==> src/rtl/hci_pkg.sv <==
package hci_pkg;
    localparam int CHAR_W  = 8;
    localparam int HDR_LEN = 4;
    localparam int IDX_W   = $clog2(HDR_LEN);
    localparam int PRM_W   = 2 * CHAR_W;

    localparam logic [1:0] MODE_PROTO = 2'b00;

    typedef enum logic [1:0] {
        ST_HDR  = 2'd0,
        ST_FWD  = 2'd1,
        ST_DROP = 2'd2
    } st_e;

    typedef enum logic [2:0] {
        ERR_NONE  = 3'd0,
        ERR_ADDR  = 3'd1,
        ERR_CMD   = 3'd2,
        ERR_SAFE  = 3'd3,
        ERR_SHORT = 3'd4
    } err_e;

    typedef struct packed {
        st_e               st;
        logic [IDX_W-1:0]  idx;
        logic [CHAR_W-1:0] h0;
        logic [CHAR_W-1:0] h1;
        logic [CHAR_W-1:0] h2;
        logic              fifo_v;
        logic              fifo_c;
        logic [CHAR_W-1:0] fifo_d;
        logic              ack_v;
        logic [IDX_W-1:0]  ack_i;
        logic [CHAR_W-1:0] ack_d;
        logic              exec_v;
        logic [CHAR_W-1:0] exec_c;
        logic [PRM_W-1:0]  exec_p;
        logic              err_v;
        err_e              err_c;
    } hci_regs_t;
endpackage

==> src/rtl/hci_cmd_decode.sv <==
module hci_cmd_decode
    import hci_pkg::*;
#(
    parameter int                         NUM_CMDS   = 6,
    parameter logic [NUM_CMDS*CHAR_W-1:0] CMD_CODES  = {8'h21, 8'h20, 8'h11, 8'h10, 8'h02, 8'h01},
    parameter logic [NUM_CMDS-1:0]        CMD_SIMPLE = 6'b111100,
    parameter logic [NUM_CMDS-1:0]        CMD_SAFE   = 6'b110000
) (
    input  logic [CHAR_W-1:0] code_i,
    output logic              hit_o,
    output logic              simple_o,
    output logic              safe_o
);
    logic [NUM_CMDS-1:0] match;

    // One comparator per table entry, all evaluated in parallel.
    for (genvar i = 0; i < NUM_CMDS; i++) begin : g_entry
        assign match[i] = (code_i == CMD_CODES[i*CHAR_W +: CHAR_W]);
    end

    assign hit_o    = |match;
    assign simple_o = |(match & CMD_SIMPLE);
    assign safe_o   = |(match & CMD_SAFE);
endmodule

==> src/rtl/hci_hdr_ctrl.sv <==
module hci_hdr_ctrl
    import hci_pkg::*;
(
    input  logic              clk,
    input  logic              rst_n,
    input  logic [1:0]        mode_i,
    input  logic [CHAR_W-1:0] own_addr_i,
    input  logic              safety_en_i,
    input  logic              rx_valid_i,
    input  logic              rx_ctrl_i,
    input  logic [CHAR_W-1:0] rx_data_i,
    input  logic              cmd_hit_i,
    input  logic              cmd_simple_i,
    input  logic              cmd_safe_i,
    output logic [CHAR_W-1:0] hdr_cmd_o,
    output hci_regs_t         regs_o
);
    localparam logic [IDX_W-1:0] LAST_IDX = IDX_W'(HDR_LEN - 1);

    hci_regs_t q, d;
    logic is_data, is_mark;

    assign is_data = rx_valid_i && !rx_ctrl_i;
    assign is_mark = rx_valid_i && rx_ctrl_i;

    always_comb begin
        d        = q;
        d.fifo_v = 1'b0;
        d.ack_v  = 1'b0;
        d.exec_v = 1'b0;
        d.err_v  = 1'b0;
        d.err_c  = ERR_NONE;

        if (mode_i != MODE_PROTO) begin
            // Bypass: pass every character through, but keep track of packet boundaries.
            if (rx_valid_i) begin
                d.fifo_v = 1'b1;
                d.fifo_c = rx_ctrl_i;
                d.fifo_d = rx_data_i;
            end
            d.idx = '0;
            if (is_mark) begin
                d.st = ST_HDR;
            end else if (is_data) begin
                d.st = ST_DROP;
            end
        end else begin
            case (q.st)
                ST_HDR: begin
                    if (is_data) begin
                        d.ack_v = 1'b1;
                        d.ack_i = q.idx;
                        d.ack_d = rx_data_i;
                        if (q.idx == IDX_W'(0)) d.h0 = rx_data_i;
                        if (q.idx == IDX_W'(1)) d.h1 = rx_data_i;
                        if (q.idx == IDX_W'(2)) d.h2 = rx_data_i;
                        if (q.idx == LAST_IDX) begin
                            // Decide on the fourth header character; checks are in priority order.
                            d.idx = '0;
                            if (q.h0 != own_addr_i) begin
                                d.err_v = 1'b1;
                                d.err_c = ERR_ADDR;
                                d.st    = ST_DROP;
                            end else if (!cmd_hit_i) begin
                                d.err_v = 1'b1;
                                d.err_c = ERR_CMD;
                                d.st    = ST_DROP;
                            end else if (cmd_simple_i) begin
                                if (cmd_safe_i && !safety_en_i) begin
                                    d.err_v = 1'b1;
                                    d.err_c = ERR_SAFE;
                                end else begin
                                    d.exec_v = 1'b1;
                                    d.exec_c = q.h1;
                                    d.exec_p = {q.h2, rx_data_i};
                                end
                                d.st = ST_DROP;
                            end else begin
                                d.st = ST_FWD;
                            end
                        end else begin
                            d.idx = q.idx + IDX_W'(1);
                        end
                    end else if (is_mark) begin
                        d.err_v = 1'b1;
                        d.err_c = ERR_SHORT;
                        d.idx   = '0;
                    end
                end
                ST_FWD: begin
                    if (rx_valid_i) begin
                        d.fifo_v = 1'b1;
                        d.fifo_c = rx_ctrl_i;
                        d.fifo_d = rx_data_i;
                    end
                    if (is_mark) begin
                        d.st  = ST_HDR;
                        d.idx = '0;
                    end
                end
                ST_DROP: begin
                    if (is_mark) begin
                        d.st  = ST_HDR;
                        d.idx = '0;
                    end
                end
                default: begin
                    d.st  = ST_HDR;
                    d.idx = '0;
                end
            endcase
        end
    end

    always_ff @(posedge clk) begin
        if (!rst_n) begin
            q <= '0;
        end else begin
            q <= d;
        end
    end

    assign hdr_cmd_o = q.h1;
    assign regs_o    = q;
endmodule

==> src/rtl/hdr_cmd_interp.sv <==
module hdr_cmd_interp
    import hci_pkg::*;
#(
    parameter int                         NUM_CMDS   = 6,
    parameter logic [NUM_CMDS*CHAR_W-1:0] CMD_CODES  = {8'h21, 8'h20, 8'h11, 8'h10, 8'h02, 8'h01},
    parameter logic [NUM_CMDS-1:0]        CMD_SIMPLE = 6'b111100,
    parameter logic [NUM_CMDS-1:0]        CMD_SAFE   = 6'b110000
) (
    input  logic              clk,
    input  logic              rst_n,
    input  logic [1:0]        mode_i,
    input  logic [CHAR_W-1:0] own_addr_i,
    input  logic              safety_en_i,
    input  logic              rx_valid_i,
    input  logic              rx_ctrl_i,
    input  logic [CHAR_W-1:0] rx_data_i,
    output logic              fifo_valid_o,
    output logic              fifo_ctrl_o,
    output logic [CHAR_W-1:0] fifo_data_o,
    output logic              ack_valid_o,
    output logic [IDX_W-1:0]  ack_idx_o,
    output logic [CHAR_W-1:0] ack_data_o,
    output logic              exec_valid_o,
    output logic [CHAR_W-1:0] exec_cmd_o,
    output logic [PRM_W-1:0]  exec_param_o,
    output logic              err_o,
    output logic [2:0]        err_code_o
);
    logic [CHAR_W-1:0] hdr_cmd;
    logic              cmd_hit, cmd_simple, cmd_safe;
    hci_regs_t         regs;

    hci_cmd_decode #(
        .NUM_CMDS   (NUM_CMDS),
        .CMD_CODES  (CMD_CODES),
        .CMD_SIMPLE (CMD_SIMPLE),
        .CMD_SAFE   (CMD_SAFE)
    ) u_dec (
        .code_i   (hdr_cmd),
        .hit_o    (cmd_hit),
        .simple_o (cmd_simple),
        .safe_o   (cmd_safe)
    );

    hci_hdr_ctrl u_ctrl (
        .clk          (clk),
        .rst_n        (rst_n),
        .mode_i       (mode_i),
        .own_addr_i   (own_addr_i),
        .safety_en_i  (safety_en_i),
        .rx_valid_i   (rx_valid_i),
        .rx_ctrl_i    (rx_ctrl_i),
        .rx_data_i    (rx_data_i),
        .cmd_hit_i    (cmd_hit),
        .cmd_simple_i (cmd_simple),
        .cmd_safe_i   (cmd_safe),
        .hdr_cmd_o    (hdr_cmd),
        .regs_o       (regs)
    );

    assign fifo_valid_o = regs.fifo_v;
    assign fifo_ctrl_o  = regs.fifo_c;
    assign fifo_data_o  = regs.fifo_d;
    assign ack_valid_o  = regs.ack_v;
    assign ack_idx_o    = regs.ack_i;
    assign ack_data_o   = regs.ack_d;
    assign exec_valid_o = regs.exec_v;
    assign exec_cmd_o   = regs.exec_c;
    assign exec_param_o = regs.exec_p;
    assign err_o        = regs.err_v;
    assign err_code_o   = regs.err_c;
endmodule

==> config.mk <==
export PLATFORM = sky130hd
export DESIGN_NAME = hdr_cmd_interp
export DESIGN_NICKNAME = d
export VERILOG_FILES = /design/src/rtl/hci_pkg.sv /design/src/rtl/hci_cmd_decode.sv /design/src/rtl/hci_hdr_ctrl.sv /design/src/rtl/hdr_cmd_interp.sv
export SDC_FILE = /design/constraint.sdc
export NUM_CORES = 1
export LEC_CHECK = 0
export ABC_AREA = 1
export BUFFER_PORTS_ARGS = -buffer_cell sky130_fd_sc_hd__clkbuf_2
export CAP_MARGIN = 20
export CORE_UTILIZATION = 40
export DETAILED_ROUTE_END_ITERATION = 8
export PLACE_DENSITY = 0.68
export SLEW_MARGIN = 0
export SYNTH_ARGS = -nofsm -noshare
export SYNTH_HDL_FRONTEND = slang
export SYNTH_HIERARCHICAL = 1
export SYNTH_SLANG_ARGS = --single-unit
==> constraint.sdc <==
create_clock -name clk -period 4.95 [get_ports clk]
set_clock_uncertainty 0.1 [all_clocks]
set_input_delay 0 -clock clk [delete_from_list [all_inputs] [get_ports clk]]
set_output_delay 0 -clock clk [all_outputs]
set_load 0.05 [all_outputs]
==> results_dict.tcl <==
set metrics [dict create \
    outcome "finished, final reports clean" \
    clkSinkCount 78 \
    wl_um 8130 \
    worstPathArrival_ps 2910 \
    rsz0062_at_grt "no" \
    seqPwrFrac 0.505 \
    end_kind "flip-flop" \
    drive_gt1_frac 0.161 \
    cts_tree "done" \
    syn-num-nets 559 \
    insertion_delay_ps 350 \
    path_class "flip-flop to flip-flop" \
    maxSlewViolCount 0 \
    max_freq_mhz 368 \
    n_antenna_cell 0 \
    min-delay-path-class "primary input to flip-flop" \
    layout.nets 639 \
    timing.final.ws_setup_ps 2230 \
    p_sw_frac 0.263 \
    grt_pass1_vias 2808 \
    clkTransAtPathRegs_ps 80 \
    drt-initial-drc-count 176 \
    cts_root_buffer "clkbuf_8" \
    cts-htree-levels 3 \
    pin_count 73 \
    fin_crit_sh 0.550 \
    vdd_drop_max_mv 0.126 \
    mostFrequentLayoutCells "122 x inv_1, 122 x nand2_1, 78 x dfxtp_1, 72 x clkbuf_2, 50 x nor2_1" \
    startpoint_type "flip-flop" \
    grt_max_degree 68 \
    start_util 0.422 \
    yosysWarnings 6 \
    power.internal_w 0.000944 \
    cts_setup_buffers 0 \
    drc 0 \
    antenna_left 0 \
    tightest_slew_ps 983 \
    grt_use_total 0.187 \
    n_fill_cell 826 \
    placementRows 33 \
    post-place-ws_ps 2250 \
    cts_buffers 9 \
    overflow 0 \
    syn-cell-area_um2 3540 \
    core_um2 8380 \
    syn_inst 530 \
    dieArea_um2 9230 \
    cap_viol_max_count 0 \
    power_w 0.00128 \
    crit_fanout 25 \
    place.gp.congestion 0.852 \
    grt_pass1_wl_um 13100 \
    area_growth_pct 22.3 \
    vias 3310 \
    clkPwrFrac 0.388 \
    setup_violations 0 \
    tns_ps 0 \
    combinationalPowerShare 0.107 \
    firstDrtPassIters 5 \
    crit_required_ps 5140 \
    hold_viol_final 0 \
    die_w_um 96.1 \
    die_y_um 96.1 \
    cts_buffer_depth 2 \
    antenna_found_initial 0 \
    powerDensity_nw_per_um2 296 \
    syn_area_per_cell_um2 6.68 \
    r2r_setup_slack_ps 2230 \
    max_slew_margin 0.342 \
    numPortBuffers 72 \
    wl_per_cell_um 11.3 \
    p_leak_nw 2.15 \
    finish.utilization 0.517 \
    fin_crit_ps 2720 \
    vias_per_cell 4.60 \
    switchingPower_w 0.000337 \
    place_hpwl_um 5690 \
]
flip-flops by register name, summed over array words and instances, names as in the netlist:
signal            cells
u_ctrl/hdr_cmd_o      8
u_ctrl/regs_o        70
critical path: stages, from the launching register on:
cell	delay (ps)
dfxtp_1	320
nor2_2	170
and2_1	150
nand2_1	50
nand2_1	90
nand3_1	150
nor3_4	810
nand2_2	500
nand2_1	180
inv_1	50
nor2_1	90
routing by layer:
layer  vias up  wire, µm  GRT usage
met5         -         0          0
met4         0       114     0.0634
met3        11       448     0.0482
met2        90      3720      0.290
met1      1451      3850      0.252
li1       1758         -          -
power groups by stage:
stage / Clock (W) / Sequential [W] / Combinational (W)
after floorplan: 0 / 0.000692 / 0.0000582
after global routing: 0.000538 / 0.000648 / 0.000151
final: 0.000496 / 0.000647 / 0.000138
after detailed placement: 0 / 0.000661 / 0.000126
after CTS: 0.000510 / 0.000647 / 0.000135
after global placement: 0 / 0.000661 / 0.000124
per-stage QoR:
stage	std cells	cell area, µm²	hold WS (ps)
global route	719	4330	51.6
floorplan	530	3540	68.2
global placement	687	3940	222
finish	719	4330	14.7
CTS	716	4290	8.83
detailed placement	687	3940	220
area by class of cell:
class                           count  area [µm²]  area share
Inverter                          123         462       0.107
Multi-Input combinational cell    309        1430       0.329
Timing Repair Buffer               89         546       0.126
Tap cell                          105         131      0.0303
Clock inverter                      4        55.1      0.0127
Sequential cell                    78        1560       0.360
Clock buffer                       11         151      0.0350
repair_timing:
action / in CTS / in global routing
gates resized for setup: 0 / 0
hold buffers: 14 / 1
endpoints found under the hold margin: 45 / 6
final timing paths:
kind,from,end,cells after the start
min,mode_i[1],u_ctrl/regs_o[75]$_SDFFE_PP0P_,6
max,u_ctrl/hdr_cmd_o[7]$_SDFFE_PN0P_,u_ctrl/regs_o[4]$_SDFFE_PN0P_,10
max reg2reg,u_ctrl/hdr_cmd_o[7]$_SDFFE_PN0P_,u_ctrl/regs_o[4]$_SDFFE_PN0P_,10
min reg2reg,u_ctrl/regs_o[55]$_SDFFE_PN0P_,u_ctrl/regs_o[55]$_SDFFE_PN0P_,2
(Power assumes the default switching activity.)
